**src/rtl/pit_pkg.sv**
```systemverilog
package pit_pkg;

   localparam logic [2:0] MODE_TC  = 3'b000;
   localparam logic [2:0] MODE_SQ  = 3'b011;
   localparam logic [2:0] MODE_STB = 3'b100;

   localparam logic [1:0] ACC_FRZ  = 2'b00;
   localparam logic [1:0] ACC_LO   = 2'b01;
   localparam logic [1:0] ACC_HI   = 2'b10;
   localparam logic [1:0] ACC_LOHI = 2'b11;

   typedef struct packed {
      logic prog;
      logic frz_cnt;
      logic frz_st;
      logic data_wr;
      logic rd_stb;
   } ch_cmd_t;

endpackage

```
**src/rtl/pit_cmd_decode.sv**
```systemverilog
module pit_cmd_decode
   import pit_pkg::*;
#(
   parameter int NUM_CH = 3
) (
   input  logic                    wr,
   input  logic                    rd,
   input  logic [1:0]              addr,
   input  logic [7:0]              wdata,
   output ch_cmd_t [NUM_CH-1:0]    cmd
);

   localparam logic [1:0] CTL_ADDR = 2'd3;

   logic ctl_wr;
   logic rb_cmd;

   assign ctl_wr = wr && (addr == CTL_ADDR);
   assign rb_cmd = (wdata[7:6] == 2'b11);

   for (genvar i = 0; i < NUM_CH; i++) begin : g_ch
      logic hit;
      logic rb_sel;
      assign hit    = ctl_wr && !rb_cmd && (wdata[7:6] == 2'(i));
      assign rb_sel = ctl_wr && rb_cmd && wdata[1+i];
      always_comb begin
         cmd[i].prog    = hit && (wdata[5:4] != ACC_FRZ);
         cmd[i].frz_cnt = (hit && (wdata[5:4] == ACC_FRZ)) || (rb_sel && !wdata[5]);
         cmd[i].frz_st  = rb_sel && !wdata[4];
         cmd[i].data_wr = wr && (addr == 2'(i));
         cmd[i].rd_stb  = rd && (addr == 2'(i));
      end
   end

endmodule

```
**src/rtl/pit_channel.sv**
```systemverilog
module pit_channel
   import pit_pkg::*;
#(
   parameter int BYTE_W = 8
) (
   input  logic              clk,
   input  logic              rst_n,
   input  logic              tick,
   input  logic              gate,
   input  ch_cmd_t           cmd,
   input  logic [5:0]        cfg,
   input  logic [BYTE_W-1:0] wdata,
   output logic [BYTE_W-1:0] rd_byte,
   output logic              out_lvl
);

   localparam int CNT_W = 2 * BYTE_W;

   logic [1:0]       acc_q;
   logic [2:0]       mode_q;
   logic [CNT_W-1:0] cr_q, cnt_q, frz_val_q;
   logic [BYTE_W-1:0] st_val_q;
   logic out_q, null_q, load_pend_q, run_q, armed_q, stb_low_q;
   logic wr_hi_q, rd_hi_q, frz_q, st_q;

   logic is_sq, is_stb, wr_done, counting;
   logic [CNT_W-1:0] cr_nxt, sq_reload, rd_src;

   assign is_sq     = (mode_q == MODE_SQ);
   assign is_stb    = (mode_q == MODE_STB);
   assign sq_reload = {cr_q[CNT_W-1:1], 1'b0};
   assign counting  = tick && run_q && gate && !load_pend_q;
   assign wr_done   = cmd.data_wr &&
                      ((acc_q == ACC_LO) || (acc_q == ACC_HI) ||
                       ((acc_q == ACC_LOHI) && wr_hi_q));

   always_comb begin
      cr_nxt = cr_q;
      unique case (acc_q)
         ACC_LO:   cr_nxt = {{BYTE_W{1'b0}}, wdata};
         ACC_HI:   cr_nxt = {wdata, {BYTE_W{1'b0}}};
         ACC_LOHI: cr_nxt = wr_hi_q ? {wdata, cr_q[BYTE_W-1:0]}
                                    : {cr_q[CNT_W-1:BYTE_W], wdata};
         default:  cr_nxt = cr_q;
      endcase
   end

   always_comb begin
      rd_src = frz_q ? frz_val_q : cnt_q;
      if (st_q)
         rd_byte = st_val_q;
      else if ((acc_q == ACC_HI) || ((acc_q == ACC_LOHI) && rd_hi_q))
         rd_byte = rd_src[CNT_W-1:BYTE_W];
      else
         rd_byte = rd_src[BYTE_W-1:0];
   end

   always_ff @(posedge clk) begin
      if (!rst_n) begin
         acc_q       <= ACC_FRZ;
         mode_q      <= MODE_TC;
         cr_q        <= '0;
         cnt_q       <= '0;
         frz_val_q   <= '0;
         st_val_q    <= '0;
         out_q       <= 1'b0;
         null_q      <= 1'b0;
         load_pend_q <= 1'b0;
         run_q       <= 1'b0;
         armed_q     <= 1'b0;
         stb_low_q   <= 1'b0;
         wr_hi_q     <= 1'b0;
         rd_hi_q     <= 1'b0;
         frz_q       <= 1'b0;
         st_q        <= 1'b0;
      end else begin
         // counting element
         if (tick && load_pend_q) begin
            cnt_q       <= is_sq ? sq_reload : cr_q;
            load_pend_q <= 1'b0;
            null_q      <= 1'b0;
            run_q       <= 1'b1;
            armed_q     <= 1'b1;
            if (is_sq) out_q <= 1'b1;
         end else begin
            if (tick && is_stb && stb_low_q) begin
               out_q     <= 1'b1;
               stb_low_q <= 1'b0;
            end
            if (counting) begin
               if (is_sq) begin
                  if (cnt_q == CNT_W'(2)) begin
                     cnt_q <= sq_reload;
                     out_q <= ~out_q;
                  end else begin
                     cnt_q <= cnt_q - CNT_W'(2);
                  end
               end else begin
                  cnt_q <= cnt_q - CNT_W'(1);
                  if ((cnt_q == CNT_W'(1)) && armed_q) begin
                     armed_q <= 1'b0;
                     if (is_stb) begin
                        out_q     <= 1'b0;
                        stb_low_q <= 1'b1;
                     end else begin
                        out_q <= 1'b1;
                     end
                  end
               end
            end
         end
         // host data writes
         if (cmd.data_wr) begin
            cr_q <= cr_nxt;
            if (acc_q == ACC_LOHI) wr_hi_q <= ~wr_hi_q;
         end
         if (wr_done) begin
            load_pend_q <= 1'b1;
            null_q      <= 1'b1;
            if (mode_q == MODE_TC) out_q <= 1'b0;
         end
         // host reads
         if (cmd.rd_stb) begin
            if (st_q) begin
               st_q <= 1'b0;
            end else begin
               if (acc_q == ACC_LOHI) rd_hi_q <= ~rd_hi_q;
               if (frz_q && ((acc_q != ACC_LOHI) || rd_hi_q)) frz_q <= 1'b0;
            end
         end
         // snapshots
         if (cmd.frz_cnt && !frz_q) begin
            frz_q     <= 1'b1;
            frz_val_q <= cnt_q;
         end
         if (cmd.frz_st && !st_q) begin
            st_q     <= 1'b1;
            st_val_q <= {out_q, null_q, acc_q, mode_q, 1'b0};
         end
         // reprogramming overrides everything
         if (cmd.prog) begin
            acc_q       <= cfg[5:4];
            mode_q      <= cfg[3:1];
            out_q       <= (cfg[3:1] != MODE_TC);
            null_q      <= 1'b1;
            load_pend_q <= 1'b0;
            run_q       <= 1'b0;
            armed_q     <= 1'b0;
            stb_low_q   <= 1'b0;
            wr_hi_q     <= 1'b0;
            rd_hi_q     <= 1'b0;
         end
      end
   end

   assign out_lvl = out_q;


   null_clear_on_tick_chk: assert property (@(posedge clk) disable iff (!rst_n)
      $fell(null_q) |-> $past(tick));


   frozen_count_stable_chk: assert property (@(posedge clk) disable iff (!rst_n)
      (frz_q && $past(frz_q)) |-> (frz_val_q == $past(frz_val_q)));


   strobe_one_tick_chk: assert property (@(posedge clk) disable iff (!rst_n)
      (is_stb && !out_q && stb_low_q && tick && !cmd.prog) |=> out_q);


   tc_rise_needs_tick_chk: assert property (@(posedge clk) disable iff (!rst_n)
      ($rose(out_q) && ($past(mode_q) == MODE_TC) && !$past(cmd.prog)) |-> $past(tick));

endmodule

```
**src/rtl/interval_timer_set.sv**
```systemverilog
module interval_timer_set
   import pit_pkg::*;
#(
   parameter int NUM_CH = 3,
   parameter int BYTE_W = 8
) (
   input  logic              clk,
   input  logic              rst_n,
   input  logic              tick_en,
   input  logic [1:0]        bus_addr,
   input  logic              bus_wr,
   input  logic              bus_rd,
   input  logic [7:0]        bus_wdata,
   output logic [7:0]        bus_rdata,
   input  logic [NUM_CH-1:0] gate_in,
   output logic [NUM_CH-1:0] tmr_out
);

   localparam int MAX_CH = 3;

   initial begin
      assert (BYTE_W == 8) else $error("interval_timer_set: BYTE_W must be 8");
      assert (NUM_CH >= 1 && NUM_CH <= MAX_CH) else $error("interval_timer_set: NUM_CH out of range");
   end

   ch_cmd_t [NUM_CH-1:0] cmd;
   logic [BYTE_W-1:0] ch_rd [NUM_CH];

   pit_cmd_decode #(.NUM_CH(NUM_CH)) u_dec (
      .wr    (bus_wr),
      .rd    (bus_rd),
      .addr  (bus_addr),
      .wdata (bus_wdata),
      .cmd   (cmd)
   );

   for (genvar i = 0; i < NUM_CH; i++) begin : g_chan
      pit_channel #(.BYTE_W(BYTE_W)) u_ch (
         .clk     (clk),
         .rst_n   (rst_n),
         .tick    (tick_en),
         .gate    (gate_in[i]),
         .cmd     (cmd[i]),
         .cfg     (bus_wdata[5:0]),
         .wdata   (bus_wdata),
         .rd_byte (ch_rd[i]),
         .out_lvl (tmr_out[i])
      );
   end

   always_comb begin
      bus_rdata = '0;
      for (int i = 0; i < NUM_CH; i++)
         if (bus_rd && (bus_addr == 2'(i))) bus_rdata = ch_rd[i];
   end

endmodule

```
**config.mk**
```make
export PLATFORM = sky130hd
export DESIGN_NAME = interval_timer_set
export DESIGN_NICKNAME = d
export VERILOG_FILES = /design/src/rtl/pit_pkg.sv /design/src/rtl/pit_cmd_decode.sv /design/src/rtl/pit_channel.sv /design/src/rtl/interval_timer_set.sv
export SDC_FILE = /design/constraint.sdc
export NUM_CORES = 1
export LEC_CHECK = 0
export BUFFER_PORTS_ARGS = -buffer_cell sky130_fd_sc_hd__buf_2
export CORE_ASPECT_RATIO = 1.25
export CORE_MARGIN = 3
export CORE_UTILIZATION = 25
export DETAILED_ROUTE_END_ITERATION = 16
export SLEW_MARGIN = 10
export SYNTH_ARGS = -nofsm -noshare
export SYNTH_HDL_FRONTEND = slang
export SYNTH_SLANG_ARGS = --single-unit
```
**constraint.sdc**
```tcl
create_clock -name clk -period 2.2 [get_ports clk]
set_clock_uncertainty 0.05 [all_clocks]
set_input_delay 0 -clock clk [delete_from_list [all_inputs] [get_ports clk]]
set_output_delay 0 -clock clk [all_outputs]
set_load 0.02 [all_outputs]
```
==> metrics <==
Synth Area per Inst 8.28 um^2; ys async rst share 0%; final hold violations 0; vias in the first global route 11600; Simple-Gate Fraction of Synth Area 22.8%; critical path class reg2out; EDFF count, synth 0; Max-Cap Viols 0; crit path max fanout 8; Total Wirelength 42200 um; CTS buffer count 22; register bit total from synthesis 210; final setup fails 8; Antenna Cells 0; pin count of the biggest net entering global routing 39; hold path depth 5; IO buf count 28; hold endpoint g_chan[0].u_ch.acc_q[1]$_SDFFE_PN0P_; DIE HEIGHT 252 um; Fill cells 5038; GPL Wtd Cong 0.914; Initial Utilization 25.5%; Sequential Area 4220 um^2; Final min period 2610 ps; number of DRC markers in iteration 0 1016; Main synth FF type dfxtp_1; Worst Tran Pin Value 692 ps; CTS Buffer Depth 3; Die ar. 51000 um^2; die width 203 um; via count of the routed design 11800; antenna violations before repair 0; period utilization 119%; largest family of logic cells by synthesized area simple AND/OR/NAND/NOR gates; CTS H-tree depth 1; CTS clk-pin slew, worst paths 60 ps; Synth Area in Compound Gates 18.9%; GRT Overall Usage 16.0%; Pre-Repair DR Iteration Count 6; f_max 383 MHz; CP startpoint kind flop; cell area after synthesis 12100 um^2; Vias/cell 5.31; Critical R2R Capture g_chan[1].u_ch.cnt_q[14]$_SDFFE_PN0P_; post-synthesis mux area share 12.2%; P_leak 0.00588 uW; Post-DP HPWL 31000 um; post-placement setup slack -90.5 ps; most common cell after layout, fill and taps aside dfxtp_1; Overall Power 8390 uW; Crit. End Element primary output; RSZ-0062 raised after global routing true; register area share after synthesis 34.8%; Post-Synth Adder-Cell Area 2.49%; I/O pins 29; total nets after synthesis 1500; xor and xnor fraction of the mapped netlist area 2.90%; status finished, violations left; Final nets 1611; total congestion overflow 0; area of the core 47400 um^2; clk root buf clkbuf_16; Distinct cells, synth 90; Num Clock Sinks 210; CTS tree yes; R2R Path Start g_chan[1].u_ch.cnt_q[7]$_SDFFE_PN0P_; yosys warns 0; global-route wire length before repair 65800 um; failing checks negative setup slack; Arr. time, crit path 2560 ps; pwr dens 559 nW/um^2; Final WS setup -413 ps; cells after synthesis 1458; max-slew violations 0; Hold Crit Class in2reg; DP Area 13700 um^2; most frequent cells in the layout dfxtp_1 (201), nor2_1 (182), buf_4 (160), a21oi_1 (134), nand2_1 (130); VDD IR max 0.434 mV; share of layout cells above drive strength 1 21.1%; internal reg-to-reg setup slack 70 ps; post-route DRC violation count 0; footprint of the multi-input gates 7430 um^2; post-route ant nets 0; R2R cell count 6; DR WL/cell 19.0 um; Hold Crit Start bus_addr[0]; Rows 89; Design Area, Final 15000 um^2; latest clock arrival within the worst-skew pair 530 ps; required time of the critical path 2150 ps; area grow syn2layout 24.2%; Max-Slew Margin vs Limit 53.5%
==> metrics by stage <==
stage               instances  util (%)  hold slack, ps  TNS [ps]
finish                   2222      31.6            25.2     -2650
global route             2222      31.6            77.6     -3240
CTS                      2217      31.2            3.89     -2690
detailed placement       2156      28.8             329      -314
global placement         2156      28.8             323      -312
floorplan                1458         -             102         0
==> synth_stat cells (all sizes together) (3+ instances only) <==
master,n,area share [%]
o21ai,77,3.2
nand2b,4,0.21
and3,11,0.57
a211o,4,0.29
nand4b,4,0.34
and4,3,0.22
a21oi,138,5.7
and2,9,0.48
nand2,131,4.1
clkbuf,84,3.0
nor3b,23,1.5
a22oi,8,0.50
nor2,184,5.8
and3b,3,0.22
or2,4,0.21
o221ai,16,1.2
mux2i,93,7.7
or4,7,0.56
xor2,23,1.7
nand3b,6,0.37
nor3,40,1.7
a21boi,3,0.19
o311ai,4,0.29
a221oi,12,0.92
o2111ai,4,0.29
o31ai,7,0.44
inv,30,0.93
nand4,14,0.73
nor4b,7,0.56
a211oi,16,0.99
a311oi,4,0.29
nand3,57,2.4
a31oi,22,1.1
o211ai,18,1.1
mux4,24,4.5
or3,15,0.83
dfxtp,210,35
buf,39,1.9
xnor2,17,1.2
a22o,6,0.44
nor4,19,1.6
ha,24,2.5
nor2b,6,0.31
==> logic make-up (layout without fill, tap and decap cells) <==
| logic type | Yosys count | in the layout |
|---|---|---|
| simple gates | 549 | 549 |
| flops | 210 | 210 |
| xor+xnor | 40 | 40 |
| fa+ha+maj | 24 | 24 |
| mux | 117 | 117 |
| buf+inv | 154 | 281 |
| compound gates | 364 | 364 |
==> worst max path at each step <==
stage | startpoint | to | slack, ps | cells after the start
final | g_chan[2].u_ch.acc_q[0]$_SDFFE_PN0P_ | bus_rdata[1] | -410 | 9
after global placement | g_chan[1].u_ch.acc_q[0]$_SDFFE_PN0P_ | bus_rdata[5] | -120 | 8
after floorplan | g_chan[1].u_ch.acc_q[0]$_SDFFE_PN0P_ | bus_rdata[5] | 40 | 7
after detailed placement | g_chan[1].u_ch.acc_q[0]$_SDFFE_PN0P_ | bus_rdata[5] | -90 | 8
after global routing | g_chan[1].u_ch.acc_q[0]$_SDFFE_PN0P_ | bus_rdata[5] | -460 | 8
after CTS | g_chan[1].u_ch.acc_q[0]$_SDFFE_PN0P_ | bus_rdata[5] | -400 | 8
==> repair_timing <==
item | in CTS | in global routing
hold buffers | 19 | 0
gates resized for setup | 49 | 31
endpoints found under the setup margin | 9 | 34
endpoints found under the hold margin | 94 | 0
buffers inserted | 3 | 6
pin swaps | 10 | 8
==> worst max-delay path, cell delays in order, from the launching register on <==
cell and delay, ps:
dfxtp_2 350, inv_2 60, ha_4 160, a21oi_2 110, buf_6 160, mux4_2 300
a22o_1 280, a221oi_2 250, o21ai_0 180, buf_2 190
==> metal layers <==
layer	wire length (um)	vias to the layer above	share of wire (%)	global-route usage, %
li1	-	5533	-	-
met3	1970	132	4.7	1.72
met5	0	-	0	0
met4	2780	0	6.6	9.41
met1	16500	5704	39	18.3
met2	20900	424	50	28.7
==> sequential cells by signal, indices dropped and copies added, names as in the netlist <==
signal,flops
g_chan.u_ch.null_q,3
g_chan.u_ch.st_val_q,21
g_chan.u_ch.frz_q,3
g_chan.u_ch.mode_q,9
g_chan.u_ch.stb_low_q,3
g_chan.u_ch.acc_q,6
g_chan.u_ch.wr_hi_q,3
g_chan.u_ch.run_q,3
g_chan.u_ch.cr_q,48
g_chan.u_ch.cnt_q,48
g_chan.u_ch.frz_val_q,48
g_chan.u_ch.st_q,3
g_chan.u_ch.rd_hi_q,3
g_chan.u_ch.load_pend_q,3
g_chan.u_ch.armed_q,3
g_chan.u_ch.out_lvl,3
==> power by group <==
part / internal (uW) / switching [uW] / leakage [uW]
clock network: 2510 / 1640 / 0.000392
logic: 146 / 266 / 0.00379
registers: 3810 / 14.2 / 0.00170
==> cell type report <==
cell class / count / share of cell area (%)
multi-input combinational: 1094 / 49.6
sequential: 210 / 28.1
timing repair buffer: 211 / 10.9
tap: 637 / 5.31
clock buffer: 30 / 4.28
clock inverter: 10 / 1.02
inverter: 30 / 0.768
No activity file was read; power rests on OpenSTA's default activity.
